### src/rtl/i2c_rs_pkg.sv
package i2c_rs_pkg;
  typedef enum logic [3:0] {
    ST_IDLE,
    ST_DEV,
    ST_DEV_ACK,
    ST_MADR,
    ST_MADR_ACK,
    ST_WDAT,
    ST_WDAT_ACK,
    ST_RDAT,
    ST_RACK
  } rs_state_t;

  localparam int BYTE_W = 8;
endpackage

### src/rtl/i2c_rs_busmon.sv
module i2c_rs_busmon (
  input  logic clk,
  input  logic rst,
  input  logic scl_i,
  input  logic sda_i,
  output logic scl_rise,
  output logic scl_fall,
  output logic start_det,
  output logic stop_det
);
  logic scl_q, sda_q;

  always_ff @(posedge clk) begin
    if (rst) begin
      scl_q <= 1'b1;
      sda_q <= 1'b1;
    end else begin
      scl_q <= scl_i;
      sda_q <= sda_i;
    end
  end

  always_comb begin
    scl_rise  = ~scl_q & scl_i;
    scl_fall  = scl_q & ~scl_i;
    start_det = scl_q & scl_i & sda_q & ~sda_i;
    stop_det  = scl_q & scl_i & ~sda_q & sda_i;
  end
endmodule

### src/rtl/i2c_rs_ptr.sv
module i2c_rs_ptr #(
  parameter int ADDR_W    = 8,
  parameter int ROW_BYTES = 8
) (
  input  logic              clk,
  input  logic              rst,
  input  logic              load,
  input  logic [ADDR_W-1:0] ld_val,
  input  logic              inc_row,
  input  logic              inc_lin,
  output logic [ADDR_W-1:0] ptr
);
  localparam int ROW_BITS = $clog2(ROW_BYTES);

  logic [ADDR_W-1:0] nxt_row;

  generate
    if (ROW_BITS == 0) begin : g_no_row
      assign nxt_row = ptr;
    end else if (ROW_BITS >= ADDR_W) begin : g_full_row
      assign nxt_row = ptr + 1'b1;
    end else begin : g_row
      localparam logic [ROW_BITS-1:0] ONE_R = 1;
      assign nxt_row = {ptr[ADDR_W-1:ROW_BITS], ptr[ROW_BITS-1:0] + ONE_R};
    end
  endgenerate

  always_ff @(posedge clk) begin
    if (rst)          ptr <= '0;
    else if (load)    ptr <= ld_val;
    else if (inc_row) ptr <= nxt_row;
    else if (inc_lin) ptr <= ptr + 1'b1;
  end
endmodule

### src/rtl/i2c_regslave.sv
module i2c_regslave
  import i2c_rs_pkg::*;
#(
  parameter logic [6:0] DEV_ADDR  = 7'h28,
  parameter int         ADDR_W    = 8,
  parameter int         ROW_BYTES = 8
) (
  input  logic              clk,
  input  logic              rst,
  input  logic              scl_i,
  input  logic              sda_i,
  output logic              sda_oe,
  output logic              reg_we,
  output logic [ADDR_W-1:0] reg_waddr,
  output logic [7:0]        reg_wdata,
  output logic [ADDR_W-1:0] reg_raddr,
  input  logic [7:0]        reg_rdata
);
  localparam logic [3:0] LAST_RX = 4'd8;
  localparam logic [3:0] LAST_TX = 4'd7;

  logic scl_rise, scl_fall, start_det, stop_det;
  rs_state_t state;
  logic [3:0] bitcnt;
  logic [BYTE_W-1:0] rx_sr, tx_sr;
  logic rw_q, mack_q;
  logic bus_evt, rx_done, tx_done;
  logic ptr_load, ptr_inc_row, ptr_inc_lin;
  logic [ADDR_W-1:0] ptr;

  i2c_rs_busmon u_mon (
    .clk(clk), .rst(rst), .scl_i(scl_i), .sda_i(sda_i),
    .scl_rise(scl_rise), .scl_fall(scl_fall),
    .start_det(start_det), .stop_det(stop_det)
  );

  assign bus_evt = start_det | stop_det;
  assign rx_done = scl_fall && (bitcnt == LAST_RX) && !bus_evt;
  assign tx_done = scl_fall && (bitcnt == LAST_TX) && !bus_evt;

  always_comb begin
    ptr_load    = (state == ST_MADR) && rx_done;
    ptr_inc_row = (state == ST_WDAT) && rx_done;
    ptr_inc_lin = (state == ST_RDAT) && tx_done;
  end

  i2c_rs_ptr #(.ADDR_W(ADDR_W), .ROW_BYTES(ROW_BYTES)) u_ptr (
    .clk(clk), .rst(rst),
    .load(ptr_load), .ld_val(rx_sr[ADDR_W-1:0]),
    .inc_row(ptr_inc_row), .inc_lin(ptr_inc_lin),
    .ptr(ptr)
  );

  assign reg_raddr = ptr;

  always_ff @(posedge clk) begin
    if (rst) begin
      state     <= ST_IDLE;
      bitcnt    <= '0;
      rx_sr     <= '0;
      tx_sr     <= '0;
      rw_q      <= 1'b0;
      mack_q    <= 1'b0;
      sda_oe    <= 1'b0;
      reg_we    <= 1'b0;
      reg_waddr <= '0;
      reg_wdata <= '0;
    end else begin
      reg_we <= 1'b0;
      if (start_det) begin
        state  <= ST_DEV;
        bitcnt <= '0;
        sda_oe <= 1'b0;
      end else if (stop_det) begin
        state  <= ST_IDLE;
        bitcnt <= '0;
        sda_oe <= 1'b0;
      end else begin
        case (state)
          ST_DEV, ST_MADR, ST_WDAT: begin
            if (scl_rise && bitcnt < LAST_RX) begin
              rx_sr  <= {rx_sr[BYTE_W-2:0], sda_i};
              bitcnt <= bitcnt + 4'd1;
            end else if (rx_done) begin
              bitcnt <= '0;
              if (state == ST_DEV) begin
                if (rx_sr[7:1] == DEV_ADDR) begin
                  rw_q   <= rx_sr[0];
                  sda_oe <= 1'b1;
                  state  <= ST_DEV_ACK;
                end else begin
                  state <= ST_IDLE;
                end
              end else if (state == ST_MADR) begin
                sda_oe <= 1'b1;
                state  <= ST_MADR_ACK;
              end else begin
                sda_oe    <= 1'b1;
                reg_we    <= 1'b1;
                reg_waddr <= ptr;
                reg_wdata <= rx_sr;
                state     <= ST_WDAT_ACK;
              end
            end
          end
          ST_DEV_ACK: begin
            if (scl_fall) begin
              bitcnt <= '0;
              if (rw_q) begin
                tx_sr  <= reg_rdata;
                sda_oe <= ~reg_rdata[7];
                state  <= ST_RDAT;
              end else begin
                sda_oe <= 1'b0;
                state  <= ST_MADR;
              end
            end
          end
          ST_MADR_ACK, ST_WDAT_ACK: begin
            if (scl_fall) begin
              sda_oe <= 1'b0;
              bitcnt <= '0;
              state  <= ST_WDAT;
            end
          end
          ST_RDAT: begin
            if (tx_done) begin
              sda_oe <= 1'b0;
              bitcnt <= '0;
              state  <= ST_RACK;
            end else if (scl_fall) begin
              tx_sr  <= {tx_sr[BYTE_W-2:0], 1'b0};
              sda_oe <= ~tx_sr[6];
              bitcnt <= bitcnt + 4'd1;
            end
          end
          ST_RACK: begin
            if (scl_rise) begin
              mack_q <= ~sda_i;
            end else if (scl_fall) begin
              if (mack_q) begin
                tx_sr  <= reg_rdata;
                sda_oe <= ~reg_rdata[7];
                bitcnt <= '0;
                state  <= ST_RDAT;
              end else begin
                state <= ST_IDLE;
              end
            end
          end
          default: ;
        endcase
      end
    end
  end
endmodule

### config.mk
export PLATFORM = sky130hd
export DESIGN_NAME = i2c_regslave
export DESIGN_NICKNAME = d
export VERILOG_FILES = /design/src/rtl/i2c_rs_pkg.sv /design/src/rtl/i2c_rs_busmon.sv /design/src/rtl/i2c_rs_ptr.sv /design/src/rtl/i2c_regslave.sv
export SDC_FILE = /design/constraint.sdc
export NUM_CORES = 1
export LEC_CHECK = 0
export ABC_CLOCK_PERIOD_IN_PS = 2300
export BUFFER_PORTS_ARGS = -buffer_cell sky130_fd_sc_hd__buf_2
export CAP_MARGIN = 25
export CORE_ASPECT_RATIO = 0.5
export CORE_MARGIN = 10
export CORE_UTILIZATION = 57
export CTS_BUF_LIST = sky130_fd_sc_hd__clkbuf_16
export DETAILED_ROUTE_END_ITERATION = 12
export PLACE_DENSITY = 0.85
export SKIP_CTS_REPAIR_TIMING = 1
export SLEW_MARGIN = 20
export SYNTH_ARGS = -nofsm -noshare
export SYNTH_HDL_FRONTEND = slang
export SYNTH_SLANG_ARGS = --single-unit
### constraint.sdc
create_clock -name clk -period 2.3 [get_ports clk]
set_input_delay 0.345 -clock clk [delete_from_list [all_inputs] [get_ports clk]]
set_output_delay 0.345 -clock clk [all_outputs]
set_load 0.01 [all_outputs]
Yosys cells after proc, flatten, opt, wreduce, memory -nomap -nowiden. Cells that the tools add are included.

Bits in writable memories: 0. Memories: 0. Logic and storage cells: 153. Latch bits: 0. Output and inout port bits: 26. Memory bits (read-only): 0. Flip-flop bits (word level): 53. Bits of input ports: 12.

Multipliers: 0. Mux-type cells: 49. Div/mod/pow operators: 0. Reduce and logical (&&, ||, !) cells: 30. Bitwise logic cells: 21. Magnitude comparators: 1. Equal/unequal tests: 34. Shift operators: 0. $add $sub $neg: 3.

Operators by type and width (count): $mux W4 (16); $mux W7 (7); $ne A4 B4 Y1 const B (7); $mux W8 (3); $ne A2 B2 Y1 const B (12); $pmux W7 S3 (1); $reduce_and A7 Y1 (3); $eq A4 B3 Y1 const B (5); $pmux W4 S5 (1); $reduce_and A10 Y1 (2); $pmux W4 S4 (1); $reduce_and A8 Y1 (2); $mux W1 (15); $not A1 Y1 (13); $ne A3 B3 Y1 const B (3); $reduce_or A3 Y1 (3); $add A8 B1 Y8 const B (1); $eq A4 B2 Y1 const B (2); $eq A4 B4 Y1 const B (2); $logic_and A1 B1 Y1 (8); $reduce_and A4 Y1 (2); $and A1 B1 Y1 (7); $eq A7 B6 Y1 const B (1); $reduce_bool A7 Y1 (1); other kinds (17) (20).

Longest topological paths before layout. Gate-level depths: netlist of run 1.

Word-level depth: 11. Mapped depth: 9.

Modules after synthesis. From an unflattened synthesis of run 1, not the netlist that was laid out.

Cell total of the unflattened synthesis: 309. Area, all modules: 2821.5 sq um.

By module, submodules not included: i2c_regslave (seq. area each 860.8 sq um, cells an instance 245, area an instance 2283.4 sq um, instances 1); i2c_rs_ptr (seq. area each 160.2 sq um, cells an instance 56, area an instance 452.9 sq um, instances 1); i2c_rs_busmon (seq. area each 40.0 sq um, cells an instance 8, area an instance 85.1 sq um, instances 1).

Worst setup path after synthesis of run 1. OpenSTA, ideal clock, no wires.

Path kind: reg-to-reg. Start point: register state[3]. End point: register tx_sr[4]. Data arrival time: 1904 ps. Stages on the path, launching flop included: 6. Period minus slack after synthesis: 1963 ps. Setup slack: 337 ps. Buffers on the path: 1. Data required time: 2241 ps. Setup time: 59 ps. Cells stage by stage: dfxtp_1 -> or4b_4 -> a221o_1 -> buf_2 -> or4_1 -> nand2_1.

Cells in the longest elaborated chain, start to end: 3. Elaborated cells between the ends (all ways): 13.

RTL lines: start: declaration (line i2c_regslave.sv:23) `rs_state_t state;`; start signal: assignment (line i2c_regslave.sv:58) `state <= ST_IDLE;`; start signal: assignment (line i2c_regslave.sv:71) `state <= ST_DEV;`; start signal: assignment (line i2c_regslave.sv:75) `state <= ST_IDLE;`; $eq A4 B3 Y1, or another cell as far along (line i2c_regslave.sv:79) `case (state)`; $ne A2 B2 Y1 (no source line) or $reduce_bool A3 Y1 (tied branches); $reduce_and A10 Y1 (no source line); end signal: assignment (line i2c_regslave.sv:110) `tx_sr <= reg_rdata;`; end signal: assignment (line i2c_regslave.sv:132) `tx_sr <= {tx_sr[BYTE_W-2:0], 1'b0};`; end signal: assignment (line i2c_regslave.sv:142) `tx_sr <= reg_rdata;`; end: declaration (line i2c_regslave.sv:25) `logic [BYTE_W-1:0] rx_sr, tx_sr;`.

Parallel ways exist; a longest one is shown, timed or not. A chain may end at the register's enable or synchronous reset.

Worst setup path after layout of run 1.
Start point: register state[3]. End point: register tx_sr[6].

Same word-level chain as after synthesis.

==> impl_metrics.yaml, run 1 <==
clock_network:
  cts_max_path_buffers: 2
  clock_latency_ps: 300
  clock_sinks: 53
  clockRootBuffer: "clkbuf_16"
  path_clk_slew_ps: 70
  cts_made_buffers: 5
  cts_htree_levels: 2
  cts_tree: "built"
worst_setup_path:
  path_max_fanout: 14
  worstSetupStartpointType: "register"
  criticalPathCategory: "reg2reg"
  required_ps: 2540
  critPathCaptureType: "register"
  cp.arrival_ps: 2420
timing:
  setup_viol: 0
  fin_tns_setup_ps: 0
  maxSlewViolCount: 0
  rsz0062_at_grt: "no"
  tightest_slew_ps: 638
  relSlewSlack_pct: 57.3
  finalCritPeriodShare_pct: 95.0
  layout_min_cycle_time_ps: 2180
  max_freq_mhz: 458
  hold_viol: 0
  fin_skew_ps: 9.28
route:
  dr.pass1.iters: 5
  drt_iter0_drc: 185
  routed_wl_um: 7070
  post_drt_wl_per_cell_um: 16.6
  viasPerCell: 5.86
  drc: 0
  drtAntennaViolNets: 0
  vias: 2504
logic_synthesis:
  synth_cell_types: 54
  synthMostInstantiatedCell: "dfxtp_1"
  synth_top_cell_by_area: "dfxtp_1"
  synth_seq_area_share_pct: 38.7
  synth_flop_cell: "dfxtp_1"
  syn-instance-count: 314
  syn-num-nets: 329
  ys_top_cells_by_count: "53 x dfxtp_1, 40 x nor2_1, 33 x mux2i_1"
  synth-async-reset-ratio_pct: 0
  synthesis.area_um2: 2740
  syn_avg_cell_area_um2: 8.74
  yosysWarnings: 0
  synth_edf_count: 0
  synth_top_cell_area_share_pct: 38.7
  netlist_top_cells_area: "dfxtp_1 39%, mux2i_1 12%, nor2_1 5.5%"
  synth-seq-cells: 53
cells_and_area:
  nNetsFinal: 375
  fill_cells: 368
  drive_above_1_share_pct: 20.5
  area_delta_synth_final_pct: 18.7
  diodes: 0
  post-route-util_pct: 71.9
job:
  drv_cap: 0
power:
  totalPowerFinal_w: 0.00187
  p_per_area_nw_per_um2: 576
  peakVddDrop_uv: 362
  p_leak_nw: 1.54
floorplanning:
  die_h_um: 69.1
  dieWidth_um: 118
  pin_count: 38
  dieArea_um2: 8160
  initial_core_util_pct: 60.6
  fp.coreArea_um2: 4530
  rows: 17
grt:
  grt_overflow: 0
  grt_pass1_vias: 2467
  grt_pass1_wl_um: 12100
  grt_use_total_pct: 17.2
  antenna_found_initial: 0
  grt_start_max_net_pins: 39
place:
  placement.io_buffers: 37
  dp_hpwl_um: 5150
  routabilityCongestion: 0.916
hold_path:
  hp-class: "in2reg"
run_status:
  outcome: "complete, no violations"
[worst max-delay path: stages (launching register included)]
cell,delay [ps]
dfxtp_1,530
or4b_4,540
a221o_1,470
or4_1,510
nand2_1,80
[power breakdown]
| part | total (W) | internal (W) | leakage [nW] | switching (W) |
|---|---|---|---|---|
| registers | 0.000922 | 0.000919 | 0.427 | 0.00000256 |
| clock network | 0.000883 | 0.000522 | 0.0848 | 0.000360 |
| logic | 0.0000708 | 0.0000253 | 1.03 | 0.0000454 |
| total | 0.00187 | 0.00147 | 1.54 | 0.000408 |
[flip-flops by register name, summed over array words and instances (netlist names)]
signal / count
tx_sr: 7
state: 4
u_ptr.ptr: 8
rw_q: 1
u_mon.scl_q: 1
mack_q: 1
u_mon.sda_q: 1
bitcnt: 4
sda_oe: 1
reg_we: 1
reg_waddr: 8
reg_wdata: 8
rx_sr: 8
[layout make-up]
class                   instances  area, µm²  area share (%)
flip-flops and latches         53       1060            32.6
inverters                       4       15.0           0.461
multi-input cells             240       1600            49.0
clock buffers                   5        125            3.84
repair buffers                 56        328            10.1
well taps                      66       82.6            2.54
clock inverters                 3       47.5            1.46
[cells in the final DEF, fill, tap and decap left out, types with 4 or more instances in the layout]
cell	synthesis	final
a21oi_1	8	8
a31oi_1	4	4
buf_2	6	37
buf_4	0	19
clkbuf_16	0	5
dfxtp_1	53	53
inv_1	4	4
mux2i_1	33	33
nand2_1	24	24
nand2b_1	9	9
nand3_1	8	8
nand3b_1	4	4
nor2_1	40	40
nor2b_1	13	13
nor3_1	5	5
nor3b_1	6	6
o21ai_0	13	13
o31ai_1	5	5
or4_1	6	6
[per-stage QoR]
step                      cells  area [µm²]  hold slack [ps]  setup slack (ps)
after floorplan             314        2740              452               337
after global placement      419        3080              444               190
after detailed placement    419        3080              477               169
after CTS                   427        3260              363               158
after global routing        427        3260              370              23.5
final                       427        3260              374               116
[kinds of logic (layout without fill, tap and decap cells)]
group | count (synthesis) | count (layout) | share of synthesized area [%]
flops | 53 | 53 | 38.7
mux | 33 | 33 | 12.0
xor+xnor | 5 | 5 | 1.60
simple gates | 137 | 137 | 27.3
buf+inv | 21 | 68 | 3.15
fa+ha+maj | 3 | 3 | 1.37
compound gates | 62 | 62 | 15.9
[final timing paths]
| kind | start | endpoint | slack, ps | cells past startpoint |
|---|---|---|---|---|
| worst min register to register | sda_oe | sda_oe | 480 | 2 |
| worst max register to register | state[3] | tx_sr[6] | 120 | 4 |
| worst max-delay path | state[3] | tx_sr[6] | 120 | 4 |
| worst min-delay path | sda_i | u_mon.sda_q | 370 | 2 |
[metal layers]
metal	GRT usage [%]	wire [µm]
met1	21.9	3160
met2	28.1	3370
met3	4.13	473
met4	5.26	61
met5	0	0
Note: power is estimated with default switching activity, not from simulation.
==> run 2, diff against run 1 <==
SYNTH_HIERARCHICAL = 1   (was default)
==> impl_metrics.yaml, run 2 <==
floorplanning:
  die_h_um: 69.8
  rows: 17
  fp.coreArea_um2: 4590
  initial_core_util_pct: 61.4
  dieWidth_um: 119
  pin_count: 38
  dieArea_um2: 8330
logic_synthesis:
  synth-seq-cells: 53
  synthMostInstantiatedCell: "dfxtp_1"
  yosysWarnings: 6
  synth_seq_area_share_pct: 37.6
  synth_edf_count: 0
  netlist_top_cells_area: "dfxtp_1 38%, mux2i_1 12%, nor2_1 5.9%"
  syn-instance-count: 309
  syn-num-nets: 324
  syn_avg_cell_area_um2: 9.13
  ys_top_cells_by_count: "53 x dfxtp_1, 44 x nor2_1, 34 x mux2i_1"
  synthesis.area_um2: 2820
  synth-async-reset-ratio_pct: 0
  synth_top_cell_area_share_pct: 37.6
  synth_cell_types: 69
  synth_flop_cell: "dfxtp_1"
  synth_top_cell_by_area: "dfxtp_1"
hold_path:
  min_from: "scl_i"
  hp-class: "in2reg"
  min_path_cells: 2
  hold_path_end: "u_mon/scl_q"
cells_and_area:
  nNetsFinal: 370
  layout_common_cells: "53 x dfxtp_1, 44 x nor2_1, 37 x buf_2"
  layout_commonest_cell: "dfxtp_1"
  drive_above_1_share_pct: 25.8
  area_delta_synth_final_pct: 17.3
  diodes: 0
  fill_cells: 352
clock_network:
  clock_latency_ps: 290
  clock_sinks: 53
  path_clk_slew_ps: 70
  clockRootBuffer: "clkbuf_16"
  cts_max_path_buffers: 2
  cts_tree: "built"
  cts_made_buffers: 5
  cts_htree_levels: 2
run_status:
  outcome: "complete, no violations"
worst_setup_path:
  worstSetupStartpointType: "register"
  slowest_delay_ps: 520
  r2r-start: "u_mon/scl_q"
  cp.arrival_ps: 2340
  criticalPathCategory: "reg2reg"
  reg2reg_depth: 8
  r2r_end: "u_ptr/ptr[7]"
  path_max_fanout: 8
  cp_num_buf_inv: 1
  rrSetupSlack_ps: 160
  slowest_stage: "or4_1"
  critPathCaptureType: "register"
  cp_top_family: "simple AND/OR/NAND/NOR gates"
  path_cells: "and4b_1 -> nor2_4 -> nand4_2 -> nor4_2 -> buf_4 -> nand4b_4 -> or4_1 -> and3_1"
  required_ps: 2490
power:
  p_per_area_nw_per_um2: 711
  p_seq_share_pct: 41.3
  clockPowerShare_pct: 36.9
  combinationalPowerShare_pct: 21.8
  switchingPower_w: 0.000678
  swShare_pct: 28.8
  peakVddDrop_uv: 369
  p_int_w: 0.00167
  p_leak_nw: 1.39
  totalPowerFinal_w: 0.00235
grt:
  grt_pass1_wl_um: 11800
  grt_use_total_pct: 16.6
  grt_start_max_net_pins: 35
  grt_pass1_vias: 2411
  grt_overflow: 0
  antenna_found_initial: 0
place:
  placement.io_buffers: 37
  dp_hpwl_um: 4990
  routabilityCongestion: 0.948
route:
  drtAntennaViolNets: 0
  drt_iter0_drc: 239
  drc: 0
  dr.pass1.iters: 5
  viasPerCell: 6.06
  vias: 2558
  routed_wl_um: 7200
  post_drt_wl_per_cell_um: 17.1
timing:
  tightest_slew_ps: 471
  layout_min_cycle_time_ps: 2140
  holdWs_ps: 292
  rsz0062_at_grt: "no"
  fin_skew_ps: 4.56
  relSlewSlack_pct: 68.6
  hold_viol: 0
  setup_viol: 0
  finalCritPeriodShare_pct: 93.2
  max_freq_mhz: 466
  maxSlewViolCount: 0
  fin_tns_setup_ps: 0
job:
  drv_cap: 0
==> run 2: layer usage <==
metal	track usage (%)	part of all wire (%)
met3	4.70	9.3
met2	27.0	47
met5	0	0
met4	4.74	1.6
met1	20.9	42
==> run 2: worst max-delay path by stage <==
stage          depth (start not counted)  slack, ps      endpoint   startpoint
4_1_cts                                8        190  u_ptr/ptr[7]  u_mon/scl_q
2_1_floorplan                          9         60  u_ptr/ptr[7]        sda_i
6_report                               8        160  u_ptr/ptr[7]  u_mon/scl_q
3_5_place_dp                           9        100  u_ptr/ptr[7]        sda_i
3_3_place_gp                           9        160  u_ptr/ptr[7]        sda_i
5_1_grt                                8         40  u_ptr/ptr[7]  u_mon/scl_q
==> run 2: kinds of logic (layout without fill, tap and decap cells) <==
group	after synthesis	in the layout	share of synthesized area, %
muxes	34	34	12.1
AOI/OAI and AO/OA	67	67	18.1
DFF	53	53	37.6
xor gates and xnor gates	2	2	0.621
buffers and inverters	27	74	5.01
and+or+nand+nor	123	123	25.3
adders and majority gates	3	3	1.33
==> run 2: layout make-up <==
| type | instances | area (µm²) | share of cell area (%) |
|---|---|---|---|
| Clock buffer | 5 | 125 | 3.78 |
| Clock inverter | 3 | 50.0 | 1.51 |
| Inverter | 10 | 37.5 | 1.13 |
| Multi-Input combinational cell | 229 | 1630 | 49.1 |
| Sequential cell | 53 | 1060 | 32.1 |
| Tap cell | 66 | 82.6 | 2.50 |
| Timing Repair Buffer | 56 | 328 | 9.91 |
==> run 2: through the flow <==
| stage | instance area [µm²] | std cells | utilization (%) | worst slack [ps] |
|---|---|---|---|---|
| 3_5_place_dp | 3130 | 414 | 68.2 | 103 |
| 6_report | 3310 | 422 | 72.0 | 156 |
| 4_1_cts | 3310 | 422 | 72.0 | 188 |
| 5_1_grt | 3310 | 422 | 72.0 | 37.0 |
| 2_1_floorplan | 2820 | 309 | - | 56.8 |
| 3_3_place_gp | 3130 | 414 | 68.2 | 156 |
==> run 2: power groups by stage <==
stage          clock network, W  registers, W  logic (W)
2_1_floorplan                 0      0.000986   0.000377
6_report               0.000868      0.000972   0.000512
5_1_grt                0.000928      0.000975   0.000556
4_1_cts                0.000888      0.000969   0.000504
3_5_place_dp                  0      0.000991   0.000498
3_3_place_gp                  0      0.000990   0.000486
